===== src/rtl/pin_matrix.sv =====
`timescale 1ns/1ps
module pin_matrix #(
  parameter int NPAD = 5,
  parameter int NIN  = 3,
  parameter int NOUT = 4,
  parameter int DW   = 8,
  localparam int ISW  = $clog2(NPAD + 2),
  localparam int OSW  = $clog2(NOUT + 3),
  localparam int IDXW = $clog2((NIN > NPAD) ? NIN : NPAD),
  localparam int AW   = IDXW + 2
) (
  input  logic            clk,
  input  logic            rst_n,
  input  logic            reg_we,
  input  logic [AW-1:0]   reg_addr,
  input  logic [DW-1:0]   reg_wdata,
  output logic [DW-1:0]   reg_rdata,
  input  logic [NPAD-1:0] pad_in,
  input  logic [NOUT-1:0] periph_out,
  output logic [NIN-1:0]  periph_in,
  output logic [NPAD-1:0] pad_out,
  output logic [NPAD-1:0] pad_oe
);

  localparam logic [1:0] GRP_ISEL  = 2'd0;
  localparam logic [1:0] GRP_ILOCK = 2'd1;
  localparam logic [1:0] GRP_OSEL  = 2'd2;
  localparam logic [1:0] GRP_OLOCK = 2'd3;

  logic [1:0]      grp;
  logic [IDXW-1:0] idx;
  assign grp = reg_addr[AW-1:IDXW];
  assign idx = reg_addr[IDXW-1:0];

  logic unused_wdata;
  assign unused_wdata = ^reg_wdata;

  logic [ISW-1:0] isel_q [NIN];
  logic [NIN-1:0] ilock_q;
  logic [OSW-1:0] osel_q [NPAD];
  logic [NPAD-1:0] olock_q;

  for (genvar k = 0; k < NIN; k++) begin : g_in
    always_ff @(posedge clk) begin
      if (!rst_n) begin
        isel_q[k]  <= '0;
        ilock_q[k] <= 1'b1;
      end else if (reg_we && idx == IDXW'(k)) begin
        if (grp == GRP_ISEL && ilock_q[k]) isel_q[k] <= reg_wdata[ISW-1:0];
        if (grp == GRP_ILOCK && !reg_wdata[0]) ilock_q[k] <= 1'b0;
      end
    end

    always_comb begin
      periph_in[k] = (isel_q[k] == ISW'(1));
      for (int p = 0; p < NPAD; p++)
        if (isel_q[k] == ISW'(p + 2)) periph_in[k] = pad_in[p];
    end

    p_const_high_r1: assert property (@(posedge clk) disable iff (!rst_n)
      (isel_q[k] == ISW'(1)) |-> periph_in[k]);
    p_const_low_r1: assert property (@(posedge clk) disable iff (!rst_n)
      (isel_q[k] == '0) |-> !periph_in[k]);
    p_oor_in_r2: assert property (@(posedge clk) disable iff (!rst_n)
      (int'(isel_q[k]) >= NPAD + 2) |-> !periph_in[k]);
    p_lock_sticky_r6: assert property (@(posedge clk) disable iff (!rst_n)
      !ilock_q[k] |=> !ilock_q[k]);
    p_frozen_in_r7: assert property (@(posedge clk) disable iff (!rst_n)
      !ilock_q[k] |=> $stable(isel_q[k]));
  end

  for (genvar p = 0; p < NPAD; p++) begin : g_pad
    always_ff @(posedge clk) begin
      if (!rst_n) begin
        osel_q[p]  <= OSW'(2);
        olock_q[p] <= 1'b1;
      end else if (reg_we && idx == IDXW'(p)) begin
        if (grp == GRP_OSEL && olock_q[p]) osel_q[p] <= reg_wdata[OSW-1:0];
        if (grp == GRP_OLOCK && !reg_wdata[0]) olock_q[p] <= 1'b0;
      end
    end

    always_comb begin
      pad_out[p] = (osel_q[p] == OSW'(1));
      pad_oe[p]  = (osel_q[p] == OSW'(0)) || (osel_q[p] == OSW'(1));
      for (int j = 0; j < NOUT; j++)
        if (osel_q[p] == OSW'(j + 3)) begin
          pad_out[p] = periph_out[j];
          pad_oe[p]  = 1'b1;
        end
    end

    p_hiz_quiet_r3: assert property (@(posedge clk) disable iff (!rst_n)
      !pad_oe[p] |-> !pad_out[p]);
    p_hiz_code_r3: assert property (@(posedge clk) disable iff (!rst_n)
      (osel_q[p] == OSW'(2)) |-> !pad_oe[p]);
    p_oor_out_r4: assert property (@(posedge clk) disable iff (!rst_n)
      (int'(osel_q[p]) >= NOUT + 3) |-> !pad_oe[p]);
    p_frozen_out_r7: assert property (@(posedge clk) disable iff (!rst_n)
      !olock_q[p] |=> $stable(osel_q[p]));
  end

  always_comb begin
    reg_rdata = '0;
    for (int k = 0; k < NIN; k++)
      if (idx == IDXW'(k)) begin
        if (grp == GRP_ISEL)  reg_rdata = DW'(isel_q[k]);
        if (grp == GRP_ILOCK) reg_rdata = DW'(ilock_q[k]);
      end
    for (int p = 0; p < NPAD; p++)
      if (idx == IDXW'(p)) begin
        if (grp == GRP_OSEL)  reg_rdata = DW'(osel_q[p]);
        if (grp == GRP_OLOCK) reg_rdata = DW'(olock_q[p]);
      end
  end

endmodule


===== config.mk =====
export PLATFORM = sky130hd
export DESIGN_NAME = pin_matrix
export DESIGN_NICKNAME = d
export VERILOG_FILES = /design/src/rtl/pin_matrix.sv
export SDC_FILE = /design/constraint.sdc
export NUM_CORES = 1
export LEC_CHECK = 0
export BUFFER_PORTS_ARGS = -buffer_cell sky130_fd_sc_hd__buf_2
export CORE_AREA = 5 5 68 70
export CTS_CLUSTER_SIZE = 24
export DETAILED_ROUTE_END_ITERATION = 8
export DIE_AREA = 0 0 73 75
export PLACE_DENSITY = 0.78
export SLEW_MARGIN = 30
export SYNTH_ARGS = -nofsm -noshare
export SYNTH_HDL_FRONTEND = slang
export SYNTH_SLANG_ARGS = --single-unit

===== constraint.sdc =====
create_clock -name clk -period 1.4 [get_ports clk]
set_input_delay 0.07 -clock clk [delete_from_list [all_inputs] [get_ports clk]]
set_output_delay 0.07 -clock clk [all_outputs]
set_load 0.01 [all_outputs]

==> impl_metrics.ini, run 1 <==
[hold_path]
hp-start = reg_wdata[1]
hp-class = in2reg

[cells_and_area]
antenna_cells = 0
stdcell_count = 348
fin_nets = 322
final_area_um2 = 2690
drive_above_1_share_pct = 38.9
finish.utilization_pct = 68.8
seqCellArea_um2 = 882
layout_common_cells = nand2_1 (35), buf_2 (34), buf_4 (30), edfxtp_1 (24), nor2_1 (16)
synthToLayoutAreaGrowth_pct = 29.9
multiInputGateArea_um2 = 1180
nFillCells = 317
final_common_cell = nand2_1

[sta]
slew_viol_final = 0
setup_viol = 8
timing.final.ws_setup_ps = -237
min_period_ps = 1640
fin_crit_sh_pct = 117
fin_skew_ps = 7.46
tns_ps = -880
rsz0062_at_grt = yes
finalHoldViolCount = 0
fmax_mhz = 611
timing.hold.ws_ps = 104

[routing]
dr.pass1.iters = 4
routed_wl_mm = 5.63
routedWlPerCell_um = 16.2
drt_first_iter_violations = 210
remaining_drc_errors = 0
via_per_inst = 5.74
final_antenna_net_count = 0
vias = 1999

[floorplan]
rows = 23
die_y_um = 75
start_util_pct = 53.0
die_x_um = 73
ios = 46
coreArea_um2 = 3910
die-area_um2 = 5480

[power]
finalPower_mw = 2.21
power_switching_uw = 590
power_density_nw_per_um2 = 822
p_clk_share_pct = 33.1
p_seq_share_pct = 48.3
swShare_pct = 26.6
power_leakage_nw = 1.13
irDropWorstVdd_v = 0.000626
pwr-share-comb_pct = 18.6
internal_power_mw = 1.62

[clocking]
postCtsHoldBufs = 0
clkSinkCount = 32
worstSkewPairLatency_ps = 290
cts_htree_levels = 2
cts_root_buf = clkbuf_8
cts_tree = yes
clk_pin_slew_ps = 60
cts_buffer_depth = 2
cts-buffers-inserted = 5

[place]
routabilityCongestion = 0.880
post-place-ws_ps = 14.0
io_buffers = 35
dpl_cell_area_um2 = 2420
dp.cells = 329
dp_hpwl_mm = 4.15

[setup_path]
cp_slowest_cell = mux4_2
max_stage_delay_ps = 490
crit_chain = mux4_2 -> o211ai_1 -> nand2_1 -> buf_2
arrival_ps = 1570
worst-path-buf-inv = 1
rr_startpoint = olock_q[2]$_SDFFE_PN1P_
critPathCaptureType = output port
critical_path.top_delay_family = multiplexers
crit_start = osel_q[1][2]$_SDFFCE_PN0P_
setup.worst_path.start_class = flip-flop
r2r_slack_ps = 310
path_class = reg2out
required_ps = 1330
critPathMaxFanout = 2

[synthesis]
syn_area_um2 = 2070
ys_ff_latch = 32
ys_async_sr_fraction_pct = 0
synth_seq_area_share_pct = 42.5
syn_inst = 228
synth_edf_count = 24
synth_cell_types = 43
avgSynthCellArea_um2 = 9.09
yosys-top-cells-area = edfxtp_1 (35%), dfxtp_1 (7.7%), nand2_1 (6.9%), o21ai_0 (6.8%), mux2_2 (4.9%)
synth_top_area_cell = edfxtp_1
yosys_warnings = 0
synth_ff_type = edfxtp_1
synth_top_area_share_pct = 34.8

[flow_run]
max_cap_viol_count = 0

[status]
violations = negative setup slack
status = complete, but fails checks

[grt]
grt_pass1_wl_mm = 8.89
grt_overflow = 0
first_global_vias = 1897
grt_max_degree = 18
antenna_found_initial = 0
grtUsageTotal_pct = 21.8
==> registers in the layout, indices dropped and copies added (netlist names) <==
register  count
ilock_q       3
isel_q        9
olock_q       5
osel_q       15
==> cell usage after synthesis, types with 3 or more instances <==
| cell | instances |
|---|---|
| mux2i_1 | 3 |
| edfxtp_1 | 24 |
| a22oi_1 | 3 |
| inv_1 | 6 |
| buf_4 | 5 |
| a21oi_1 | 10 |
| nor3_1 | 6 |
| mux2_2 | 9 |
| or3_1 | 3 |
| nand4_1 | 4 |
| and3_1 | 3 |
| xnor2_1 | 5 |
| nand2_1 | 38 |
| nand3_1 | 11 |
| o21ai_0 | 28 |
| nand2b_1 | 5 |
| dfxtp_1 | 8 |
| nor2b_1 | 6 |
| nor2_1 | 16 |
==> per-layer routing <==
layer / vias up / routed length [um] / track usage (%)
met4: 0 / 77 / 9.22
met3: 9 / 458 / 5.21
li1: 948 / - / -
met5: - / 0 / 0
met2: 89 / 2880 / 36.8
met1: 953 / 2220 / 26.6
==> power groups by stage <==
| stage | clock network [mW] | logic (mW) | registers [mW] |
|---|---|---|---|
| after global placement | 0 | 0.355 | 1.09 |
| after global routing | 0.790 | 0.445 | 1.07 |
| after floorplan | 0 | 0.219 | 1.08 |
| after detailed placement | 0 | 0.364 | 1.09 |
| final | 0.733 | 0.412 | 1.07 |
| after CTS | 0.740 | 0.388 | 1.07 |
==> cell type report <==
| class | instances | share of cell area, % |
|---|---|---|
| Timing Repair Buffer | 69 | 16.8 |
| Inverter | 6 | 0.836 |
| Clock inverter | 2 | 0.372 |
| Sequential cell | 32 | 32.8 |
| Tap cell | 50 | 2.32 |
| Clock buffer | 6 | 3.07 |
| Multi-Input combinational cell | 183 | 43.9 |
==> cells by family (layout without fill, tap and decap cells) <==
group	Yosys count	after routing	share of synthesized area, %
other	1	5	0.181
buffers and inverters	17	83	4.83
and+or+nand+nor	108	108	27.0
AOI/OAI and AO/OA	50	50	14.2
xor gates and xnor gates	5	5	2.11
DFF	32	32	42.5
muxes	15	15	9.23
==> worst register-to-register path, delay by kind of cell, from the launching register on <==
family / cells / cell delay, ps
and+or+nand+nor: 2 / 440
DFF: 1 / 400
==> worst paths after layout <==
path              cells after the start                          to
hold reg to reg                       2     olock_q[1]$_SDFFE_PN1P_
setup / recovery                      4                reg_rdata[2]
setup reg to reg                      2  osel_q[2][1]$_SDFFCE_PN1P_
hold / removal                        2  osel_q[0][1]$_SDFFCE_PN1P_
==> repair_timing <==
item | 4_1_cts | 5_1_grt
resized for setup | 16 | 22
endpoints found under the setup margin | 10 | 12
endpoints found under the hold margin | 0 | 0
pin swaps | 7 | 7
setup buffers | 8 | 5
No activity file was read; power rests on OpenSTA's default activity.
==> run 2, diff against run 1 <==
--- a/config.mk
+++ b/config.mk
@@ -5,11 +5,12 @@
 export SDC_FILE = /design/constraint.sdc
 export NUM_CORES = 1
 export LEC_CHECK = 0
+export ABC_AREA = 1
 export BUFFER_PORTS_ARGS = -buffer_cell sky130_fd_sc_hd__buf_2
-export CORE_AREA = 5 5 68 70
+export CORE_AREA = 5 5 69 71
 export CTS_CLUSTER_SIZE = 24
 export DETAILED_ROUTE_END_ITERATION = 8
-export DIE_AREA = 0 0 73 75
+export DIE_AREA = 0 0 74 76
 export PLACE_DENSITY = 0.78
 export SLEW_MARGIN = 30
 export SYNTH_ARGS = -nofsm -noshare
==> run 2 against run 1 <==
The flow still finishes with violations (negative setup slack). Area after synthesis grew 3.1%. Final cell count is 19% higher. Sequential share of layout area shrank 0.63 points. Synthesized cell count rose by 29%. Sequential power about the same. First-iteration DRC count is 20% lower. Die area up 2.7%. Global-route usage hardly changed. Worst hold slack worse by 29 ps. Design area increased by 1.8%. Critical path type unchanged. Critical endpoint is now pad_out[3].
==> impl_metrics.ini, run 2 <==
[status]
status = complete, but fails checks
violations = negative setup slack

[setup_path]
path_class = reg2out
setup.worst_path.start_class = flip-flop
critPathMaxFanout = 3
arrival_ps = 1450
critPathCaptureType = output port
rr_startpoint = olock_q[4]$_SDFFE_PN1P_
crit_start = osel_q[3][2]$_SDFFCE_PN0P_
required_ps = 1330

[synthesis]
ys_ff_latch = 32
avgSynthCellArea_um2 = 7.27
synth_top_area_share_pct = 33.7
ys_async_sr_fraction_pct = 0
synth_edf_count = 24
yosysMostFrequentCell = nand2_1
synth_ff_type = edfxtp_1
syn_area_um2 = 2140
syn_inst = 294
yosys-top-cells-area = edfxtp_1 (34%), nand2_1 (11%), o21ai_0 (8.4%), dfxtp_1 (7.5%), nand3_1 (7.5%)
synth_cell_types = 36
synth_common_cells = nand2_1 (62), inv_1 (38), o21ai_0 (36)
synth_top_area_cell = edfxtp_1
synth_seq_area_share_pct = 41.2
yosys_warnings = 0

[clocking]
cts_buffer_depth = 2
cts_htree_levels = 2
cts_root_buf = clkbuf_8
cts-buffers-inserted = 5
cts_tree = yes
clkSinkCount = 32
worstSkewPairLatency_ps = 290
postCtsHoldBufs = 0
clk_pin_slew_ps = 60

[sta]
slew_viol_final = 0
timing.final.ws_setup_ps = -116
min_period_ps = 1520
finalHoldViolCount = 0
fmax_mhz = 660
fin_skew_ps = 6.34
tns_ps = -317
timing.hold.ws_ps = 75.5
fin_crit_sh_pct = 108
rsz0062_at_grt = yes
setup_viol = 9

[cells_and_area]
synthToLayoutAreaGrowth_pct = 28.3
stdcell_count = 415
layout_common_cells = nand2_1 (58), buf_2 (34), nor2_1 (31), buf_4 (31), inv_1 (30)
antenna_cells = 0
largest_reg_flops = 15
fin_nets = 387
top_register = osel_q
final_common_cell = nand2_1
largest_registers = osel_q (15), isel_q (9), olock_q (5)
drive_above_1_share_pct = 32.5

[flow_run]
max_cap_viol_count = 0

[routing]
vias = 2202
routedWlPerCell_um = 14.2
dr.pass1.iters = 4
final_antenna_net_count = 0
remaining_drc_errors = 0
routed_wl_mm = 5.90
via_per_inst = 5.31
drt_first_iter_violations = 168

[power]
power_density_nw_per_um2 = 787
finalPower_mw = 2.16
power_leakage_nw = 1.27
irDropWorstVdd_v = 0.000561

[place]
post-place-ws_ps = 63.4
io_buffers = 35
dp.cells = 386
dp_hpwl_mm = 4.35
routabilityCongestion = 0.854

[grt]
antenna_found_initial = 0
grt_max_degree = 16
grt_pass1_wl_mm = 9.66
grtUsageTotal_pct = 21.7
first_global_vias = 2107
grt_overflow = 0

[floorplan]
die_x_um = 74
coreArea_um2 = 4170
start_util_pct = 51.2
rows = 24
die-area_um2 = 5620
ios = 46
die_y_um = 76

[hold_path]
hp-start = reg_wdata[1]
hp-class = in2reg
run 2: worst paths after layout:
path                                endpoint  slack (ps)  depth (start not counted)
setup reg to reg  osel_q[4][0]$_SDFFCE_PN0P_         340                          3
hold reg to reg      ilock_q[0]$_SDFFE_PN1P_         470                          2
setup / recovery                  pad_out[3]        -120                          5
hold / removal    osel_q[2][1]$_SDFFCE_PN1P_          80                          2
run 2: through the flow:
step | instance area (um^2) | util (%)
after floorplan | 2150 | -
after global placement | 2410 | 57.9
after detailed placement | 2410 | 57.9
after CTS | 2590 | 62.1
after global routing | 2740 | 65.7
final | 2740 | 65.7
run 2: power breakdown:
part | internal, mW | switching (mW)
Clock | 0.337 | 0.343
Sequential | 1.04 | 0.0281
Combinational | 0.160 | 0.246
run 2: layout make-up:
cell class / count / area, um^2
repair buffers: 68 / 437
clock buffers: 5 / 68.8
well taps: 52 / 65.1
fillers: 364 / 1430
inverters: 44 / 168
flip-flops and latches: 32 / 881
multi-input cells: 211 / 1110
clock inverters: 3 / 13.8
run 2: routing by layer:
metal  routed length, um  GRT usage, %
met1                2670          29.9
met3                 314          4.09
met2                2760          33.2
met4                 154          8.88
met5                   0             0
run 2: kinds of logic (layout without fill, tap and decap cells):
logic type	after synthesis	count (layout)	share of synthesized area (%)
AOI/OAI and AO/OA	58	58	15.6
buffers and inverters	55	120	11.0
DFF	32	32	41.2
other	1	5	0.175
and+or+nand+nor	148	148	32.0
run 2: repair_timing:
item | 4_1_cts | 5_1_grt
hold endpoints to repair | 0 | 0
gates resized for setup | 13 | 36
pin swaps | 2 | 10
setup buffers | 12 | 9
endpoints found under the setup margin | 8 | 11
run 2: critical path, stage by stage (launching register included):
cell and delay [ps]:
edfxtp_1 400, buf_4 140, nand2_1 50, o311ai_1 270, o21ai_1 140, buf_2 160
==> run 3, diff against run 2 <==
--- a/config.mk
+++ b/config.mk
@@ -7,10 +7,10 @@
 export LEC_CHECK = 0
 export ABC_AREA = 1
 export BUFFER_PORTS_ARGS = -buffer_cell sky130_fd_sc_hd__buf_2
-export CORE_AREA = 5 5 69 71
+export CORE_AREA = 4 4 68 70
 export CTS_CLUSTER_SIZE = 24
 export DETAILED_ROUTE_END_ITERATION = 8
-export DIE_AREA = 0 0 74 76
+export DIE_AREA = 0 0 72 74
 export PLACE_DENSITY = 0.78
 export SLEW_MARGIN = 30
 export SYNTH_ARGS = -nofsm -noshare
==> run 3 against run 2 <==
Sequential share of layout area up 0.64 points. Combinational power down 2%. Largest power group unchanged. Worst hold slack better by 1.0 ps. Clock skew up 1.4 ps. The flow still finishes with violations (negative setup slack). Setup slack better by 38 ps. Routed wire length down 2.4%. First-iteration DRC count up 31%. Count of clock-buffer cells in the layout up 2. Die area down 5.3%. Via count up 2.3%. Global-route usage up 0.48 points. Clock power down 3.5%. Critical path type unchanged.
==> impl_metrics.ini, run 3 (same netlist as run 2, synthesis figures left out) <==
[status]
status = complete, but fails checks
violations = negative setup slack

[setup_path]
max_stage_delay_ps = 390
crit_start = osel_q[2][2]$_SDFFCE_PN0P_
critPathMaxFanout = 2
setup.worst_path.start_class = flip-flop
required_ps = 1330
critPathCaptureType = output port
crit_chain = buf_4 -> nand2_1 -> o311ai_1 -> o21ai_1 -> buf_2
setup.worst_path.end = pad_out[2]
rr_startpoint = olock_q[4]$_SDFFE_PN1P_
critical_path.top_delay_family = compound AO/OA/AOI/OAI gates
arrival_ps = 1410
cp_slowest_cell = edfxtp_1
worst-path-buf-inv = 2
r2r_slack_ps = 330
path_class = reg2out
cp.depth = 5
r2r-end = osel_q[4][2]$_SDFFCE_PN0P_
r2r_cells = 3

[cells_and_area]
stdcell_count = 409
final_common_cell = nand2_1
final_area_um2 = 2690
layout_common_cells = nand2_1 (58), inv_1 (34), buf_2 (34), nand3_1 (30), nor2_1 (30)
largest_reg_flops = 15
largest_registers = osel_q (15), isel_q (9), olock_q (5)
antenna_cells = 0
top_register = osel_q
drive_above_1_share_pct = 29.2
synthToLayoutAreaGrowth_pct = 25.8
fin_nets = 383

[hold_path]
hp-class = in2reg

[place]
dpl_cell_area_um2 = 2410
dp_hpwl_mm = 4.27
routabilityCongestion = 0.841
post-place-ws_ps = 56.2
io_buffers = 35
dp.cells = 384

[clocking]
cts-buffers-inserted = 5
clk_pin_slew_ps = 60
cts_buffer_depth = 2
worstSkewPairLatency_ps = 280
cts_tree = yes
clkSinkCount = 32
cts_htree_levels = 2
cts_root_buf = clkbuf_8

[floorplan]
coreArea_um2 = 3970
ios = 46
die_x_um = 72
rows = 23
start_util_pct = 53.8
die_y_um = 74
die-area_um2 = 5330

[grt]
antenna_found_initial = 0
grt_overflow = 0
grt_pass1_wl_mm = 9.14
grtUsageTotal_pct = 22.2
first_global_vias = 2029
grt_max_degree = 17

[sta]
min_period_ps = 1480
fmax_mhz = 676
tns_ps = -210
rsz0062_at_grt = yes
finalHoldViolCount = 0
timing.hold.ws_ps = 76.6
fin_skew_ps = 7.69
timing.final.ws_setup_ps = -78.5
fin_crit_sh_pct = 106
slew_viol_final = 0
setup_viol = 5

[routing]
vias = 2252
final_antenna_net_count = 0
dr.pass1.iters = 6
remaining_drc_errors = 0
via_per_inst = 5.51
routed_wl_mm = 5.76
drt_first_iter_violations = 220
routedWlPerCell_um = 14.1

[flow_run]
max_cap_viol_count = 0

[power]
internal_power_mw = 1.54
pwr-share-comb_pct = 18.7
irDropWorstVdd_v = 0.000480
p_seq_share_pct = 50.4
swShare_pct = 27.3
power_switching_uw = 581
power_leakage_nw = 1.24
power_density_nw_per_um2 = 791
p_clk_share_pct = 30.9
-- run 3: cell count changes in the layout (fill, tap and decap cells not counted), moves of 2 or more --
cell	previous run	this run
clkbuf_1	0	2
inv_1	30	34
a21oi_2	3	1
clkinv_2	2	0
buf_4	31	27
inv_2	12	8
nand3_2	6	3
nand3_1	27	30
a21oi_1	6	8
-- run 3: worst min-delay path by stage --
stage	start	endpoint	depth (start not counted)
after floorplan	reg_wdata[1]	osel_q[3][1]$_SDFFCE_PN1P_	1
after global placement	reg_wdata[1]	osel_q[3][1]$_SDFFCE_PN1P_	2
after detailed placement	reg_wdata[1]	osel_q[3][1]$_SDFFCE_PN1P_	2
after CTS	reg_wdata[1]	osel_q[3][1]$_SDFFCE_PN1P_	2
after global routing	reg_wdata[1]	osel_q[3][1]$_SDFFCE_PN1P_	2
final	reg_wdata[1]	osel_q[3][1]$_SDFFCE_PN1P_	2
-- run 3: power groups by stage --
stage / Combinational (mW) / Sequential [mW] / Clock [mW]
2_1_floorplan: 0.215 / 1.08 / 0
3_3_place_gp: 0.334 / 1.09 / 0
3_5_place_dp: 0.341 / 1.09 / 0
4_1_cts: 0.367 / 1.07 / 0.671
5_1_grt: 0.439 / 1.07 / 0.709
6_report: 0.398 / 1.07 / 0.656
-- run 3: per-layer routing --
layer / share of wire (%) / GRT usage [%]
met5: 0 / 0
met3: 8.0 / 4.05
met2: 46 / 36.2
met4: 4.0 / 11.1
met1: 42 / 28.6
-- run 3: through the flow --
step | total power, mW | util, %
final | 2.13 | 67.7
after global routing | 2.22 | 67.7
after CTS | 2.11 | 64.8
after detailed placement | 1.43 | 60.7
after global placement | 1.42 | 60.7
after floorplan | 1.30 | -
-- run 3: area by class of cell --
type                       instances  area, um^2
sequential                        32         881
clock inverter                     1        3.75
tap                               50        62.6
multi-input combinational        211        1090
timing repair buffer              64         407
fill                             324        1280
clock buffer                       7        76.3
inverter                          44         168
-- run 3: worst register-to-register path: stages (launching register included) --
cell     delay (ps)
dfxtp_1         330
inv_1            60
nor3_2          220
or2_2           180
-- run 3: repair_timing --
action / 4_1_cts / 5_1_grt
endpoints found under the setup margin: 10 / 11
hold buffers: 0 / 0
pin swaps: 5 / 12
setup buffers: 9 / 8
gates resized for setup: 19 / 23
